[src/rtl/ss_pkg.sv]
package ss_pkg;

    typedef enum logic [1:0] {
        SS_REST = 2'd0,
        SS_RAMP = 2'd1,
        SS_DONE = 2'd2
    } ss_phase_e;

endpackage

[src/rtl/ss_vid_decode.sv]
module ss_vid_decode #(
    parameter int VID_W     = 5,
    parameter int REF_W     = 12,
    parameter int TOP_LSB   = 3700,
    parameter int STEP_LSB  = 50,
    parameter int LAST_CODE = 30
) (
    input  logic [VID_W-1:0] code_i,
    output logic [REF_W-1:0] target_o
);

    logic [VID_W-1:0] idx;

    always_comb begin
        idx      = (code_i > VID_W'(LAST_CODE)) ? VID_W'(LAST_CODE) : code_i;
        target_o = REF_W'(TOP_LSB) - REF_W'(STEP_LSB) * REF_W'(idx);
    end

    // the decoded target never leaves the programmed window
    always_comb begin
        a_r2_target_window: assert (target_o <= REF_W'(TOP_LSB) &&
                                    target_o >= REF_W'(TOP_LSB - STEP_LSB * LAST_CODE));
    end

endmodule

[src/rtl/ss_ramp_scale.sv]
module ss_ramp_scale #(
    parameter int REF_W = 12,
    parameter int CNT_W = 12,
    parameter int SHIFT = 11
) (
    input  logic [REF_W-1:0] target_i,
    input  logic [CNT_W-1:0] count_i,
    output logic [REF_W-1:0] ref_o
);

    localparam int PROD_W = REF_W + CNT_W;

    logic [PROD_W-1:0] prod;

    always_comb begin
        prod  = PROD_W'(target_i) * PROD_W'(count_i);
        ref_o = REF_W'(prod >> SHIFT);
    end

endmodule

[src/rtl/softstart_seq.sv]
module softstart_seq
    import ss_pkg::*;
#(
    parameter int VID_W     = 5,
    parameter int REF_W     = 12,
    parameter int RAMP_LOG2 = 11,
    parameter int HS_TH     = 2000,
    parameter int CMP_TH    = 1600,
    parameter int TOP_LSB   = 3700,
    parameter int STEP_LSB  = 50,
    parameter int LAST_CODE = 30
) (
    input  logic             clk,
    input  logic             rst_n,
    input  logic             logic_ok_i,
    input  logic             drv_ok_i,
    input  logic             drv_2v_i,
    input  logic             inhibit_i,
    input  logic [VID_W-1:0] vid_i,
    output logic [REF_W-1:0] ref_o,
    output logic             ls_force_o,
    output logic             hs_en_o,
    output logic             ncl_uv_en_o,
    output logic             pgood_o
);

    localparam int             CNT_W   = RAMP_LOG2 + 1;
    localparam logic [CNT_W-1:0] CNT_END = CNT_W'(1) << RAMP_LOG2;

    typedef struct packed {
        ss_phase_e        phase;
        logic [CNT_W-1:0] cnt;
        logic [REF_W-1:0] tgt;
        logic             ls;
    } seq_s;

    seq_s             seq_d, seq_q;
    logic [REF_W-1:0] vid_target;
    logic             run_ok;
    logic             active;

    ss_vid_decode #(
        .VID_W    (VID_W),
        .REF_W    (REF_W),
        .TOP_LSB  (TOP_LSB),
        .STEP_LSB (STEP_LSB),
        .LAST_CODE(LAST_CODE)
    ) u_vid (
        .code_i  (vid_i),
        .target_o(vid_target)
    );

    ss_ramp_scale #(
        .REF_W(REF_W),
        .CNT_W(CNT_W),
        .SHIFT(RAMP_LOG2)
    ) u_scale (
        .target_i(seq_q.tgt),
        .count_i (seq_q.cnt),
        .ref_o   (ref_o)
    );

    // next-state computation
    always_comb begin
        run_ok = logic_ok_i && drv_ok_i && !inhibit_i;
        seq_d  = seq_q;
        unique case (seq_q.phase)
            SS_REST: begin
                if (run_ok) begin
                    seq_d.phase = SS_RAMP;
                    seq_d.cnt   = '0;
                    seq_d.tgt   = vid_target;
                end
            end
            SS_RAMP: begin
                if (!run_ok) begin
                    seq_d.phase = SS_REST;
                    seq_d.cnt   = '0;
                    seq_d.tgt   = '0;
                end else begin
                    seq_d.cnt = seq_q.cnt + CNT_W'(1);
                    if (seq_d.cnt == CNT_END) begin
                        seq_d.phase = SS_DONE;
                    end
                end
            end
            SS_DONE: begin
                if (!run_ok) begin
                    seq_d.phase = SS_REST;
                    seq_d.cnt   = '0;
                    seq_d.tgt   = '0;
                end
            end
            default: begin
                seq_d.phase = SS_REST;
                seq_d.cnt   = '0;
                seq_d.tgt   = '0;
            end
        endcase
        seq_d.ls = (seq_d.phase == SS_REST) && drv_2v_i && !inhibit_i;
    end

    always_ff @(posedge clk or negedge rst_n) begin
        if (!rst_n) begin
            seq_q.phase <= SS_REST;
            seq_q.cnt   <= '0;
            seq_q.tgt   <= '0;
            seq_q.ls    <= 1'b0;
        end else begin
            seq_q <= seq_d;
        end
    end

    always_comb begin
        active      = (seq_q.phase != SS_REST);
        ls_force_o  = seq_q.ls;
        hs_en_o     = active && (ref_o >= REF_W'(HS_TH));
        ncl_uv_en_o = active && (ref_o >= REF_W'(CMP_TH));
        pgood_o     = (seq_q.phase == SS_DONE);
    end

    // a start edge leaves a running ramp at reference zero
    a_r3_start_from_zero: assert property (@(posedge clk) disable iff (!rst_n)
        (seq_q.phase == SS_REST && run_ok) |=> (ref_o == '0 && seq_q.phase == SS_RAMP));

    // high side never switches below its threshold
    a_r6_hs_threshold: assert property (@(posedge clk) disable iff (!rst_n)
        hs_en_o |-> (ref_o >= REF_W'(HS_TH)));

    // power good only with the reference at the latched target
    a_r8_pgood_at_target: assert property (@(posedge clk) disable iff (!rst_n)
        pgood_o |-> (ref_o == seq_q.tgt));

    // supply loss while active returns everything to rest
    a_r9_drop_clears: assert property (@(posedge clk) disable iff (!rst_n)
        (active && !(logic_ok_i && drv_ok_i)) |=>
            (ref_o == '0 && !pgood_o && !hs_en_o && !ncl_uv_en_o));

    // inhibit turns every power switch off
    a_r10_inhibit_off: assert property (@(posedge clk) disable iff (!rst_n)
        inhibit_i |=> (!ls_force_o && !hs_en_o));

    // reference never falls during a continuing ramp
    a_r11_monotonic: assert property (@(posedge clk) disable iff (!rst_n)
        (seq_q.phase == SS_RAMP && run_ok) |=> (ref_o >= $past(ref_o)));

    // forced low side and high-side switching never overlap
    a_r5_no_overlap: assert property (@(posedge clk) disable iff (!rst_n)
        ls_force_o |-> !hs_en_o);

endmodule

[config.mk]
export PLATFORM = sky130hd
export DESIGN_NAME = softstart_seq
export DESIGN_NICKNAME = d
export VERILOG_FILES = /design/src/rtl/ss_pkg.sv /design/src/rtl/ss_vid_decode.sv /design/src/rtl/ss_ramp_scale.sv /design/src/rtl/softstart_seq.sv
export SDC_FILE = /design/constraint.sdc
export NUM_CORES = 1
export LEC_CHECK = 0
export BUFFER_PORTS_ARGS = -buffer_cell sky130_fd_sc_hd__buf_2
export CAP_MARGIN = 20
export CORE_MARGIN = 1.5
export CORE_UTILIZATION = 38
export CTS_CLUSTER_SIZE = 28
export DETAILED_ROUTE_END_ITERATION = 7
export GPL_TIMING_DRIVEN = 0
export HOLD_SLACK_MARGIN = 0.05
export PLACE_DENSITY_LB_ADDON = 0.12
export SYNTH_ARGS = -nofsm -noshare
export SYNTH_HDL_FRONTEND = slang
export SYNTH_HIERARCHICAL = 1
export SYNTH_SLANG_ARGS = --single-unit
export TNS_END_PERCENT = 50
[constraint.sdc]
create_clock -name clk -period 5.65 [get_ports clk]
set_input_delay 0.2825 -clock clk [delete_from_list [all_inputs] [get_ports clk]]
set_output_delay 0.2825 -clock clk [all_outputs]
set_load 0.005 [all_outputs]
; ---- Yosys cells after proc, flatten, opt, wreduce, memory -nomap -nowiden
; Index checks and enable logic that the tools add are counted.
[word_totals]
inputBits = 11
ff_bits = 27
output_inout_bits = 16
elab_cells = 36
[op_classes]
mul = 2
reduce_logical = 12
mux = 7
n_eq_ne = 6
addsub = 2
order_cmp = 3
[op_table]
columns = operator, n
row1 = $pmux W26 S3, 1
row2 = $mux W26, 2
row3 = $ge A12 B11 Y1 const B, 2
row4 = $mul A12 B12 Y23, 1
row5 = $mux W14, 1
row6 = $add A12 B1 Y12 const B, 1
row7 = $eq A12 B12 Y1 const B, 1
row8 = $mux W12, 1
row9 = $sub A12 B11 Y12 const A, 1
row10 = $mul A5 B5 Y10 const A, 1
row11 = $logic_and A1 B1 Y1, 6
row12 = $ne A2 B2 Y1 const B, 3
row13 = $gt A5 B5 Y1 const B, 1
row14 = $mux W5, 1
row15 = $logic_not A2 Y1, 2
row16 = $reduce_and A3 Y1, 1
row17 = $eq A2 B1 Y1 const B, 1
row18 = $eq A2 B2 Y1 const B, 1
row19 = $mux W2, 1
row20 = $reduce_and A2 Y1, 1
row21 = $reduce_bool A2 Y1, 1
row22 = $logic_not A1 Y1, 1

; ---- Longest topological paths before layout
; Gate-level depths: netlist of the first run.
[logic_depth]
depth_word = 9
mapped_depth = 23
depth_no_buf = 21

; ---- Modules after synthesis
; Netlist of the first run, hierarchy kept.
[modules_own_cells]
columns = mod, cells_each, area_per_inst_um2, seq_area_each_um2, n_inst
row1 = ss_ramp_scale, 509, 4369.2, 0.0, 1
row2 = softstart_seq, 129, 1331.3, 675.6, 1
row3 = ss_vid_decode, 80, 599.3, 0.0, 1

; ---- Least setup slack after synthesis of the first run
; No wires, ideal clock.
[synth_timing]
path_type = register to output
start = register seq_q[18] (netlist bit)
end = output port ncl_uv_en_o
n_path_buf = 2
t_required_ns = 5.368
t_arrival_ns = 5.327
path_slack_ns = 0.040
path_stages_with_launch = 19
cell_sequence = dfrtp_1 clkbuf_1 nand2_1 fa_1 fa_1 inv_1 fa_1 fa_1 fa_1 ha_1 buf_2 a211oi_2 nor2_1 o31a_2 o31ai_2 o21ai_1 xor2_1 o311a_1 o22a_1
[synth_via]
elab_chain_cells = 3
[synth_rtl]
columns = item, line
row1 = "start, declared", softstart_seq.sv:37  ; seq_s seq_d, seq_q;
row2 = "start signal, assigned", softstart_seq.sv:110  ; seq_q <= seq_d;
row3 = $mul A12 B12 Y23, ss_ramp_scale.sv:16  ; prod = PROD_W'(target_i) * PROD_W'(count_i);
row4 = net ref_o[8], softstart_seq.sv:20  ; output logic [REF_W-1:0] ref_o,
row5 = $ge A12 B11 Y1, softstart_seq.sv:118  ; ncl_uv_en_o = active && (ref_o >= REF_W'(CMP_TH));
row6 = $logic_and A1 B1 Y1, softstart_seq.sv:118
row7 = "end, declared", softstart_seq.sv:23  ; output logic ncl_uv_en_o,
; The timed path passes the listed nets, and every way through them passes these cells.

; ---- Worst setup path after layout of the first run
[layout_timing]
start = register seq_q[18] (netlist bit)
end = output port hs_en_o
[layout_via]
elab_chain_cells = 3
[layout_rtl]
columns = item, line
row1 = $mul A12 B12 Y23, ss_ramp_scale.sv:16
row2 = $ge A12 B11 Y1, softstart_seq.sv:117  ; hs_en_o = active && (ref_o >= REF_W'(HS_TH));
row3 = $logic_and A1 B1 Y1, softstart_seq.sv:117
row4 = "end, declared", softstart_seq.sv:22  ; output logic hs_en_o,
; Every way passes these cells.

==> results of run 1 <==
## metrics by stage
stage | TNS, ns | instance area, sq um | utilization | total power, mW | hold slack, ns
after floorplan | 0 | 6300 | - | 0.376 | -0.0131
after detailed placement | -1.83 | 6700 | 0.417 | 0.453 | 0.333
after CTS | -0.412 | 7440 | 0.463 | 0.684 | 0.237
after global placement | -1.76 | 6700 | 0.417 | 0.449 | 0.331
after global routing | -1.23 | 7580 | 0.472 | 0.742 | 0.252
final | -0.412 | 7580 | 0.472 | 0.703 | 0.232
## layout by cell type (no fill, tap or decap), types with 6 or more instances in the layout
cell | netlist | final
sky130_fd_sc_hd__a21oi_1 | 8 | 8
sky130_fd_sc_hd__a22o_1 | 14 | 14
sky130_fd_sc_hd__and2_1 | 59 | 57
sky130_fd_sc_hd__buf_2 | 4 | 29
sky130_fd_sc_hd__buf_4 | 2 | 42
sky130_fd_sc_hd__buf_6 | 2 | 7
sky130_fd_sc_hd__buf_8 | 0 | 6
sky130_fd_sc_hd__clkbuf_8 | 0 | 12
sky130_fd_sc_hd__dfrtp_1 | 27 | 12
sky130_fd_sc_hd__dfrtp_2 | 0 | 15
sky130_fd_sc_hd__fa_1 | 99 | 96
sky130_fd_sc_hd__ha_1 | 73 | 62
sky130_fd_sc_hd__ha_4 | 0 | 9
sky130_fd_sc_hd__inv_1 | 131 | 126
sky130_fd_sc_hd__nand2_1 | 105 | 102
sky130_fd_sc_hd__nand3_1 | 7 | 6
sky130_fd_sc_hd__nor2_1 | 27 | 24
sky130_fd_sc_hd__o21ai_0 | 24 | 21
sky130_fd_sc_hd__o21ai_1 | 5 | 6
sky130_fd_sc_hd__o31ai_1 | 7 | 7
sky130_fd_sc_hd__xnor2_1 | 19 | 17
sky130_fd_sc_hd__xor2_1 | 13 | 13
## power by group through the flow
stage | Combinational (mW) | Clock (mW) | Sequential [mW]
after floorplan | 0.149 | 0 | 0.227
after global placement | 0.208 | 0 | 0.241
after detailed placement | 0.213 | 0 | 0.240
after CTS | 0.279 | 0.167 | 0.238
after global routing | 0.325 | 0.176 | 0.242
final | 0.297 | 0.166 | 0.240
## state kept, by name (all words and copies together), names as in the netlist
| name | flops |
|---|---|
| seq_q | 26 |
| ls_force_o | 1 |
## worst max path at each step
stage | from | to | slack (ns) | cells past startpoint
final | seq_q[18]$_DFFE_PN0P_ | hs_en_o | -0.21 | 23
after global routing | seq_q[18]$_DFFE_PN0P_ | hs_en_o | -0.46 | 23
after CTS | seq_q[7]$_DFFE_PN0P_ | ncl_uv_en_o | -0.22 | 17
after detailed placement | seq_q[18]$_DFFE_PN0P_ | ncl_uv_en_o | -0.52 | 20
after global placement | seq_q[17]$_DFFE_PN0P_ | ncl_uv_en_o | -0.52 | 19
after floorplan | seq_q[18]$_DFFE_PN0P_ | ncl_uv_en_o | 0.04 | 18
## final cells by class
class / instances / area share
flip-flops and latches: 27 / 0.0916
inverters: 131 / 0.0648
multi-input cells: 527 / 0.683
plain buffers: 31 / 0.0465
well taps: 216 / 0.0356
repair buffers: 73 / 0.0676
clock buffers: 4 / 0.0104
## logic make-up (layout without fill, tap and decap cells)
kind of cell               count (synthesis)  in the layout
AOI/OAI and AO/OA                         88             88
other                                      1              1
buffers and inverters                    164            239
DFF                                       27             27
adders and majority gates                172            172
xor gates and xnor gates                  32             32
and+or+nand+nor                          234            234
## routing by layer
metal | GRT usage | wire length (um) | vias up
li1 | - | - | 2405
met1 | 0.250 | 7050 | 2540
met2 | 0.324 | 7740 | 87
met3 | 0.0104 | 372 | 10
met4 | 0.0302 | 163 | 0
met5 | 0 | 0 | -
## worst max-delay path: cells and delay by family (launching register included)
| kind | cells | cell delay [ns] |
|---|---|---|
| adders and majority gates | 6 | 2.77 |
| AOI/OAI and AO/OA | 3 | 0.77 |
| buffers and inverters | 7 | 0.64 |
| and+or+nand+nor | 6 | 0.59 |
| DFF | 1 | 0.42 |
| xor gates and xnor gates | 1 | 0.12 |
## what timing repair did
action,CTS,global route
hold buffers,1,0
setup endpoints to repair,11,9
endpoints found under the hold margin,2,0
buffers inserted,40,5
resized for setup,104,31
pin swaps,38,18
gates cloned,1,0
==> flow_summary_export.csv, run 1 <==
group,metric,value,unit
outcome,outcome,"finished with violations",
outcome,failing_checks,"setup timing",
cells_and_area,areaGrowthSynthToFinish,20.4,%
power,clock_power_share,0.236,
global_routing,grt_pass1_vias,5215,
power,proportion_of_power_drawn_by_flip_flops_and_latches,0.342,
global_routing,grt_overflow_total,0,
global_routing,grt_max_degree,28,
yosys,async_flop_share,1.00,
yosys,synth_xor_area_frac,0.0445,
cells_and_area,n_antenna_cell,0,
place,replace_congestion,0.821,
place,number_of_i_o_port_buffers,26,
critical_path,cpMostUsedCell,"sky130_fd_sc_hd__fa_1",
global_routing,track_usage,0.182,
place,place.detailed.instances,960,
floorplan,floorplan.initialDensity,0.392,
hold_path,worstHoldPathType,"in2reg",
drt,postRouteWirelength,15300,um
critical_path,critical_path_at,5.58,ns
yosys,synth_common_cells,"sky130_fd_sc_hd__inv_1, sky130_fd_sc_hd__nand2_1, sky130_fd_sc_hd__fa_1",
critical_path,worst_setup_slack_for_register_to_register_paths,3.78,ns
cells_and_area,multiInputGateArea,5180,sq um
critical_path,path_class,"reg2out",
critical_path,critPathMaxFanout,5,
critical_path,worstRegToRegCells,8,
drt,drtIter0Drc,204,
floorplan,row_count,46,
timing,finalClockSkew,0.00461,ns
drt,firstDrtPassIters,5,
global_routing,initial_antenna_violation_count,0,
drt,post_drt_wl_per_cell,15.2,um
power,worst_ir_drop_vdd,0.0857,mV
yosys,synth_top_family_by_area,"adder cells",
cells_and_area,finish.cell_count_without_fillers,1009,
cells_and_area,drive_above_1_share,0.217,
cells_and_area,fillCellCount,1574,
floorplan,design.core.area,16100,sq um
yosys,synth_edf_count,0,
place,preCtsSetupSlack,-0.516,ns
floorplan,die_h,132,um
cells_and_area,final-seq-area,694,sq um
critical_path,worst_r2r_startpoint,"seq_q[20]$_DFFE_PN0P_",
timing,max_freq,0.171,GHz
critical_path,critical_path.cell_chain,"buf_8, nand2_2, fa_1, inv_2, fa_2, inv_1, fa_1, inv_2, fa_1, fa_1, ha_4, nand2_2, nand2_1, o41a_1, buf_6, o31ai_4, and2b_1, xnor2_2, buf_4, nand4_1, nor2_2, o22a_1, buf_2",
critical_path,critical_r2r_capture,"seq_q[26]$_DFF_PN0_",
critical_path,worstPathRequired,5.37,ns
floorplan,boundaryPins,27,
timing,finalCriticalPeriod,5.86,ns
clock_tree,cts_root_buffer,"sky130_fd_sc_hd__clkbuf_16",
timing,timing.final.ws_setup,-0.213,ns
yosys,ys_ff_latch,27,
yosys,postSynthCellCount,718,
power,power_report.internal_total,0.453,mW
yosys,synth_ff_type,"sky130_fd_sc_hd__dfrtp_1",
power,p_sw,0.250,mW
power,switching_share,0.355,
place,dpl.hpwl,12000,um
hold_path,timing.hold.worst_path_depth,2,
yosys,synth.yosys.warnings,6,
timing,part_of_the_cycle_the_worst_path_needs,1.04,
yosys,synth-seq-area-share,0.107,
critical_path,worstSetupStartpointType,"flop",
drt,drt-vias-per-instance,5.00,
yosys,netlist-cell-type-count,61,
clock_tree,cts_tree,"built",
critical_path,cp-end-kind,"output pin",
hold_path,hold_start,"inhibit_i",
yosys,synth.area.mux_share,0,
clock_tree,clk_latency,0.27,ns
global_routing,grt_pass1_wl,25900,um
clock_tree,h-tree-depth,1,
critical_path,critical-path-slowest-cell,"sky130_fd_sc_hd__fa_1",
cells_and_area,final_net_count,977,
clock_tree,clock-sinks,27,
timing,setup-violations-final,2,
flow_run,cap_violations,0,
yosys,yosysMostFrequentCell,"sky130_fd_sc_hd__inv_1",
yosys,synthDominantAreaCellType,"sky130_fd_sc_hd__fa_1",
timing,timing_hold_violations_final,0,
yosys,synth.cell_area,6300,sq um
yosys,synth_compound_area_frac,0.0999,
clock_tree,tritoncts.num_buffers,3,
hold_path,hold_path_end,"ls_force_o$_DFF_PN0_",
yosys,simple_gate_area_share_of_the_yosys_netlist,0.186,
power,power.density_cell_area,92.6,nW/um^2
clock_tree,ctsLongestPathBuffers,2,
yosys,synthTopCellsByArea,"sky130_fd_sc_hd__fa_1, sky130_fd_sc_hd__ha_1, sky130_fd_sc_hd__dfrtp_1, sky130_fd_sc_hd__inv_1, sky130_fd_sc_hd__nand2_1",
yosys,synth.net_count,901,
floorplan,die_w,132,um
critical_path,critical-path-max-stage-delay,0.55,ns
drt,route.detailed.drc,0,
floorplan,floorplan.die_area,17400,sq um
yosys,synth_top_area_frac,0.315,
power,p_leak,3.99,nW
drt,drtAntennaViolNets,0,
timing,rsz0062_at_grt,"true",
timing,final_max_slew_viol_count,0,
clock_tree,clk_pin_slew_worst_paths,0.07,ns
drt,via_count,5042,
timing,maxSlewHeadroom,0.587,
yosys,syn_area_per_cell,8.77,sq um
power,combinationalPowerShare,0.422,
timing,worstMarginPinSlew,0.620,ns
yosys,synth_fa_ha_area_frac,0.460,
Note: power is estimated with default switching activity, not from simulation.
==> run 2, diff against run 1 <==
--- a/config.mk
+++ b/config.mk
@@ -5,6 +5,7 @@
 export SDC_FILE = /design/constraint.sdc
 export NUM_CORES = 1
 export LEC_CHECK = 0
+export ABC_AREA = 1
 export BUFFER_PORTS_ARGS = -buffer_cell sky130_fd_sc_hd__buf_2
 export CAP_MARGIN = 20
 export CORE_MARGIN = 1.5
==> run 2 against run 1 <==
Against the previous run: the flow now finishes without violations; wire length grew 11%; clock-buffer cell count down 1; sequential power is essentially flat; worst hold slack worse by 0.20 ns; non-clock buffer count is the same; clock skew decreased by 0.0024 ns; die area rose by 9.5%; cell area is 9.7% higher; clock power hardly changed; sequential share of layout area fell by 0.78 points; core utilization shrank 0.76 points; synthesized cell count is 32% higher; critical endpoint is now ncl_uv_en_o.
==> flow_summary_export.csv, run 2 <==
group,metric,value,unit
outcome,outcome,"finished, final reports clean",
power,fin_total_pwr,0.702,mW
floorplan,floorplan.initialDensity,0.386,
yosys,syn_area_per_cell,7.27,sq um
timing,totalNegativeSetupSlack,0,ns
yosys,yosysMostFrequentCell,"sky130_fd_sc_hd__nand2_1",
critical_path,path_class,"reg2out",
yosys,async_flop_share,1.00,
drt,postRouteWirelength,17000,um
cells_and_area,layout.cells.most_common,"sky130_fd_sc_hd__nand2_1",
global_routing,grt_pass1_wl,28400,um
critical_path,worstPathBufferInverterCount,7,
drt,post_drt_wl_per_cell,13.5,um
floorplan,design.core.area,17900,sq um
critical_path,critPathMaxFanout,6,
critical_path,critical_path.cell_chain,"buf_8, buf_4, nand2_1, inv_1, fa_1, fa_1, fa_1, fa_1, inv_1, fa_1, inv_2, ha_4, nand2_4, inv_2, a21oi_4, o21ai_2, a21oi_2, nand2_1, nand2_1, nand2_2, o311ai_1, a21oi_1, buf_2",
clock_tree,h-tree-depth,1,
hold_path,worstHoldPathType,"in2async",
drt,drtIter0Drc,285,
critical_path,worst_r2r_startpoint,"seq_q[13]$_DFFE_PN0P_",
global_routing,track_usage,0.189,
yosys,synth_edf_count,0,
critical_path,worstRegToRegCells,10,
critical_path,worst_setup_slack_for_register_to_register_paths,3.96,ns
cells_and_area,finalCoreUtilization,0.465,
critical_path,cp-end-kind,"output pin",
critical_path,cpMostUsedCell,"sky130_fd_sc_hd__fa_1",
drt,firstDrtPassIters,4,
floorplan,row_count,49,
critical_path,cpLargestDelayFamily,"adder cells",
floorplan,floorplan.die_area,19000,sq um
cells_and_area,areaGrowthSynthToFinish,20.4,%
cells_and_area,multiInputGateArea,5580,sq um
yosys,synth_top_area_frac,0.287,
yosys,synth-seq-area-share,0.0978,
cells_and_area,largest_register_ffs,26,
clock_tree,cts-hold-fix-buffers,0,
critical_path,worstSetupStartpointType,"flop",
global_routing,grt_max_degree,28,
clock_tree,clk_latency,0.26,ns
timing,timing_hold_violations_final,0,
cells_and_area,layout.cells.most_common_list,"sky130_fd_sc_hd__nand2_1, sky130_fd_sc_hd__inv_1, sky130_fd_sc_hd__fa_1",
clock_tree,cts_tree,"built",
timing,final_max_slew_viol_count,0,
power,worst_ir_drop_vdd,0.109,mV
drt,via_count,5907,
global_routing,grt_pass1_vias,5845,
clock_tree,cts_root_buffer,"sky130_fd_sc_hd__clkbuf_16",
yosys,postSynthCellCount,951,
critical_path,worstPathRequired,5.37,ns
critical_path,critical_path_at,5.20,ns
global_routing,grt_overflow_total,0,
power,power.density_cell_area,84.3,nW/um^2
critical_path,critical-path-slowest-cell,"sky130_fd_sc_hd__fa_1",
yosys,synth_ff_type,"sky130_fd_sc_hd__dfrtp_1",
cells_and_area,n_antenna_cell,0,
timing,max_freq,0.182,GHz
timing,part_of_the_cycle_the_worst_path_needs,0.970,
floorplan,die_w,138,um
floorplan,boundaryPins,27,
clock_tree,clk_pin_slew_worst_paths,0.07,ns
place,number_of_i_o_port_buffers,26,
critical_path,critical_r2r_capture,"seq_q[25]$_DFF_PN0_",
flow_run,cap_violations,0,
yosys,synthTopCellsByArea,"sky130_fd_sc_hd__fa_1, sky130_fd_sc_hd__nand2_1, sky130_fd_sc_hd__ha_1, sky130_fd_sc_hd__inv_1, sky130_fd_sc_hd__dfrtp_1",
cells_and_area,top_register,"seq_q",
yosys,ys_ff_latch,27,
cells_and_area,final_net_count,1214,
timing,worstMarginPinSlew,0.611,ns
cells_and_area,final-seq-area,697,sq um
drt,route.detailed.drc,0,
cells_and_area,fillCellCount,1892,
yosys,synth_common_cells,"sky130_fd_sc_hd__nand2_1, sky130_fd_sc_hd__inv_1, sky130_fd_sc_hd__fa_1",
drt,drt-vias-per-instance,4.69,
timing,finalCriticalPeriod,5.48,ns
yosys,synth.yosys.warnings,6,
global_routing,initial_antenna_violation_count,0,
yosys,synth.cell_area,6910,sq um
place,dpl.hpwl,13700,um
clock_tree,tritoncts.num_buffers,3,
power,p_leak,4.92,nW
yosys,synthDominantAreaCellType,"sky130_fd_sc_hd__fa_1",
yosys,synth.net_count,1134,
floorplan,die_h,138,um
clock_tree,ctsLongestPathBuffers,2,
critical_path,critical-path-max-stage-delay,0.54,ns
drt,drtAntennaViolNets,0,
timing,hold_slack,0.0302,ns
timing,setup-violations-final,0,
yosys,netlist-cell-type-count,41,
clock_tree,clock-sinks,27,
cells_and_area,drive_above_1_share,0.229,
timing,maxSlewHeadroom,0.593,
place,replace_congestion,0.819,
timing,finalClockSkew,0.00225,ns
## run 2: cell types whose count changed after synthesis, moves of 7 or more
| cell | previous run | this run |
|---|---|---|
| sky130_fd_sc_hd__nor2_2 | 1 | 10 |
| sky130_fd_sc_hd__inv_1 | 131 | 225 |
| sky130_fd_sc_hd__a21oi_1 | 8 | 15 |
| sky130_fd_sc_hd__nand2_2 | 1 | 11 |
| sky130_fd_sc_hd__nand3_1 | 7 | 42 |
| sky130_fd_sc_hd__xnor2_1 | 19 | 8 |
| sky130_fd_sc_hd__a22o_1 | 14 | 1 |
| sky130_fd_sc_hd__o31ai_1 | 7 | 0 |
| sky130_fd_sc_hd__and2_1 | 59 | 0 |
| sky130_fd_sc_hd__inv_2 | 0 | 7 |
| sky130_fd_sc_hd__nand2_1 | 105 | 282 |
## run 2: cell type report
class / count / area share
Buffer: 24 / 0.0307
Multi-Input combinational cell: 663 / 0.671
Inverter: 232 / 0.105
Clock inverter: 1 / 0.000602
Clock buffer: 3 / 0.00903
Sequential cell: 27 / 0.0838
Timing Repair Buffer: 80 / 0.0660
Tap cell: 229 / 0.0344
## run 2: worst max-delay path by stage
stage / startpoint / end / slack [ns] / cells past startpoint
after floorplan: seq_q[18]$_DFFE_PN0P_ / ncl_uv_en_o / 0.35 / 21
after detailed placement: seq_q[17]$_DFFE_PN0P_ / ncl_uv_en_o / -0.44 / 22
final: seq_q[6]$_DFFE_PN0P_ / ncl_uv_en_o / 0.17 / 23
after global routing: seq_q[6]$_DFFE_PN0P_ / ncl_uv_en_o / -0.04 / 23
after CTS: seq_q[21]$_DFFE_PN0P_ / hs_en_o / 0.006 / 22
after global placement: seq_q[17]$_DFFE_PN0P_ / ncl_uv_en_o / -0.43 / 22
## run 2: routing by layer
metal  vias up  wire (um)  part of all wire  global-route usage
met3        17        590             0.035             0.00993
li1       2990          -                 -                   -
met1      2812       7830              0.46               0.263
met5         -          0                 0                   0
met4         0        244             0.014              0.0301
met2        88       8340              0.49               0.330
## run 2: logic make-up after synthesis
family,Yosys count,synth area share
xor gates and xnor gates,19,0.0241
buffers and inverters,261,0.143
other,1,0.000543
DFF,27,0.0978
AOI/OAI and AO/OA,66,0.0585
and+or+nand+nor,405,0.257
adders and majority gates,172,0.419
## run 2: timing repair
| item | in CTS | in global routing |
|---|---|---|
| gates resized for setup | 67 | 101 |
| setup endpoints to repair | 11 | 3 |
| gates cloned | 0 | 1 |
| buffers inserted | 20 | 33 |
| pin swaps | 8 | 53 |
| hold endpoints to repair | 0 | 0 |
## run 2: report_power, final
group | switching, mW | total [mW] | internal [mW] | leakage [nW]
logic | 0.168 | 0.297 | 0.129 | 4.54
registers | 0.0322 | 0.242 | 0.210 | 0.340
clock network | 0.0672 | 0.163 | 0.0955 | 0.0409
## run 2: stage by stage
stage | instance area (sq um) | instances | setup slack, ns
after global routing | 8320 | 1259 | -0.0399
after global placement | 7330 | 1206 | -0.428
final | 8320 | 1259 | 0.171
after floorplan | 6910 | 951 | 0.350
after detailed placement | 7330 | 1206 | -0.436
after CTS | 7750 | 1225 | 0.00557
==> run 3, diff against run 2 <==
--- a/config.mk
+++ b/config.mk
@@ -12,6 +12,7 @@
 export CORE_UTILIZATION = 38
 export CTS_CLUSTER_SIZE = 28
 export DETAILED_ROUTE_END_ITERATION = 7
+export GPL_ROUTABILITY_DRIVEN = 0
 export GPL_TIMING_DRIVEN = 0
 export HOLD_SLACK_MARGIN = 0.05
 export PLACE_DENSITY_LB_ADDON = 0.12
==> constraint.sdc (replaced) <==
create_clock -name clk -period 6.5 [get_ports clk]
set_input_delay 0.325 -clock clk [delete_from_list [all_inputs] [get_ports clk]]
set_output_delay 0.325 -clock clk [all_outputs]
set_load 0.005 [all_outputs]
==> run 3 against run 2 <==
Against the previous run: clock power shrank 13%; combinational power decreased by 31%; sequential share of layout area up 0.81 points; flip-flop and latch count did not move; clock-buffer cell count stayed put; setup slack better by 0.25 ns; non-clock buffer count decreased by 54; register-to-register slack better by 0.85 ns; core utilization is 5.0 points lower; sequential power down 16%; worst hold slack better by 0.047 ns; final cell count is 4.3% lower.
==> flow_summary_export.csv, run 3 (synthesized netlist as in run 2, its figures left out) <==
group,metric,value,unit
outcome,outcome,"finished, final reports clean",
cells_and_area,areaGrowthSynthToFinish,7.39,%
critical_path,critical_r2r_capture,"seq_q[25]$_DFF_PN0_",
cells_and_area,n_antenna_cell,0,
critical_path,worstPathRequired,6.17,ns
clock_tree,cts_tree,"built",
drt,m1WireLength,7800,um
critical_path,critPathMaxFanout,10,
global_routing,grt_max_degree,28,
power,switching_share,0.399,
drt,met2_wirelength,7530,um
place,placed_area,7330,sq um
critical_path,worstSetupStartpointType,"flop",
clock_tree,ctsLongestPathBuffers,2,
critical_path,critical_path_at,5.76,ns
drt,dr.max_layer_used,"met4",
drt,dr_wl_met3,464,um
cells_and_area,top_register,"seq_q",
drt,drtIter0Drc,242,
floorplan,boundaryPins,27,
cells_and_area,final_net_count,1160,
clock_tree,clock-sinks,27,
flow_run,cap_violations,0,
floorplan,die_w,138,um
cells_and_area,largest_register_ffs,26,
hold_path,worstHoldPathType,"in2async",
critical_path,critical_path.cell_chain,"clkbuf_1, nand2_1, fa_1, inv_1, fa_1, fa_1, fa_1, inv_1, fa_1, inv_1, ha_1, nand2_1, inv_1, a21oi_2, o21ai_0, a21oi_1, nand2_1, nand2_1, nand2_1, o311ai_0, a21oi_1, buf_2",
drt,route.detailed.drc,0,
timing,final_max_slew_viol_count,0,
floorplan,floorplan.die_area,19000,sq um
timing,max_freq,0.164,GHz
cells_and_area,layout.cell_area.non_filler,7420,sq um
power,p_leak,4.54,nW
global_routing,initial_antenna_violation_count,0,
cells_and_area,drive_above_1_share,0.107,
drt,firstDrtPassIters,5,
cells_and_area,layout.cells.most_common,"sky130_fd_sc_hd__nand2_1",
power,p_sw,0.219,mW
place,number_of_i_o_port_buffers,26,
critical_path,worst_setup_slack_for_register_to_register_paths,4.81,ns
critical_path,worst_r2r_startpoint,"seq_q[13]$_DFFE_PN0P_",
critical_path,critical-path-slowest-cell,"sky130_fd_sc_hd__fa_1",
power,fin_total_pwr,0.549,mW
power,power_report.internal_total,0.330,mW
drt,drt-vias-per-instance,4.72,
clock_tree,cts_root_buffer,"sky130_fd_sc_hd__clkbuf_16",
clock_tree,clk_latency,0.26,ns
power,power.density_cell_area,74.0,nW/um^2
timing,totalNegativeSetupSlack,0,ns
timing,finalClockSkew,0.00250,ns
global_routing,grt_pass1_vias,5729,
global_routing,track_usage,0.183,
global_routing,grt_pass1_wl,27600,um
timing,maxSlewHeadroom,0.587,
drt,drtAntennaViolNets,0,
critical_path,path_class,"reg2out",
floorplan,die_h,138,um
floorplan,floorplan.initialDensity,0.386,
clock_tree,tritoncts.num_buffers,3,
place,dpl.hpwl,13700,um
critical_path,cp-end-kind,"output pin",
timing,finalCriticalPeriod,6.08,ns
timing,worstMarginPinSlew,0.619,ns
floorplan,design.core.area,17900,sq um
timing,setup-violations-final,0,
clock_tree,h-tree-depth,1,
critical_path,critical-path-max-stage-delay,0.54,ns
timing,timing_hold_violations_final,0,
floorplan,row_count,49,
power,worst_ir_drop_vdd,0.0943,mV
power,proportion_of_power_drawn_by_flip_flops_and_latches,0.372,
power,clock_power_share,0.257,
drt,post_drt_wl_per_cell,13.2,um
drt,postRouteWirelength,16000,um
global_routing,grt_overflow_total,0,
timing,rsz0062_at_grt,"false",
clock_tree,clk_pin_slew_worst_paths,0.07,ns
critical_path,worstRegToRegCells,10,
timing,part_of_the_cycle_the_worst_path_needs,0.936,
clock_tree,cts-hold-fix-buffers,0,
drt,via_count,5683,
cells_and_area,layout.cells.most_common_list,"sky130_fd_sc_hd__nand2_1, sky130_fd_sc_hd__inv_1, sky130_fd_sc_hd__fa_1",
power,combinationalPowerShare,0.371,
==> run 3: cell types whose count changed in the layout (fill, tap and decap cells not counted), sizes merged <==
cell,previous run,this run
buf,98,31
clkbuf,9,22
==> run 3: timing repair <==
item                       in CTS  in global routing
gates resized for setup         0                 40
setup endpoints to repair       0                  2
setup buffers                   0                  0
==> run 3: power groups by stage <==
stage	clock network (mW)	registers [mW]	logic (mW)
after global placement	0	0.202	0.209
after detailed placement	0	0.202	0.210
after floorplan	0	0.194	0.153
final	0.141	0.204	0.204
after CTS	0.146	0.199	0.210
after global routing	0.152	0.207	0.230
==> run 3: area by class of cell <==
class | instances | area [sq um]
plain buffers | 24 | 121
clock buffers | 3 | 75.1
clock inverters | 1 | 5.00
fillers | 1953 | 10500
inverters | 232 | 871
multi-input cells | 663 | 5250
flip-flops and latches | 27 | 682
well taps | 229 | 287
repair buffers | 26 | 130
==> run 3: how the worst max path moves through the flow <==
stage,endpoint,startpoint,slack [ns]
after floorplan,ncl_uv_en_o,seq_q[18]$_DFFE_PN0P_,1.16
after global placement,ncl_uv_en_o,seq_q[17]$_DFFE_PN0P_,0.38
after detailed placement,ncl_uv_en_o,seq_q[17]$_DFFE_PN0P_,0.37
after CTS,ncl_uv_en_o,seq_q[17]$_DFFE_PN0P_,0.08
after global routing,ncl_uv_en_o,seq_q[12]$_DFFE_PN0P_,0.01
final,ncl_uv_en_o,seq_q[12]$_DFFE_PN0P_,0.42
==> run 3: critical path: cells and delay by family (launching register included) <==
| kind | cells | cell delay [ns] |
|---|---|---|
| flip-flops | 1 | 0.41 |
| AO/OA/AOI/OAI | 5 | 0.94 |
| buffers and inverters | 6 | 0.82 |
| adder cells (fa/ha/maj) | 6 | 2.86 |
| AND/OR/NAND/NOR | 5 | 0.46 |
==> run 3: metrics by stage <==
stage                     hold WS, ns  worst slack [ns]  cells  utilization
final                          0.0771             0.417   1205        0.414
after global routing            0.118           0.00975   1205        0.414
after CTS                      0.0938            0.0816   1210        0.414
after detailed placement        0.378             0.371   1206        0.409
after global placement          0.379             0.379   1206        0.409
after floorplan                0.0294              1.16    951            -
==> run 3: metal layers <==
metal  up-vias  global-route usage
li1       2877                   -
met1      2726               0.261
met2        71               0.318
met3         9             0.00809
met4         0              0.0191
met5         -                   0
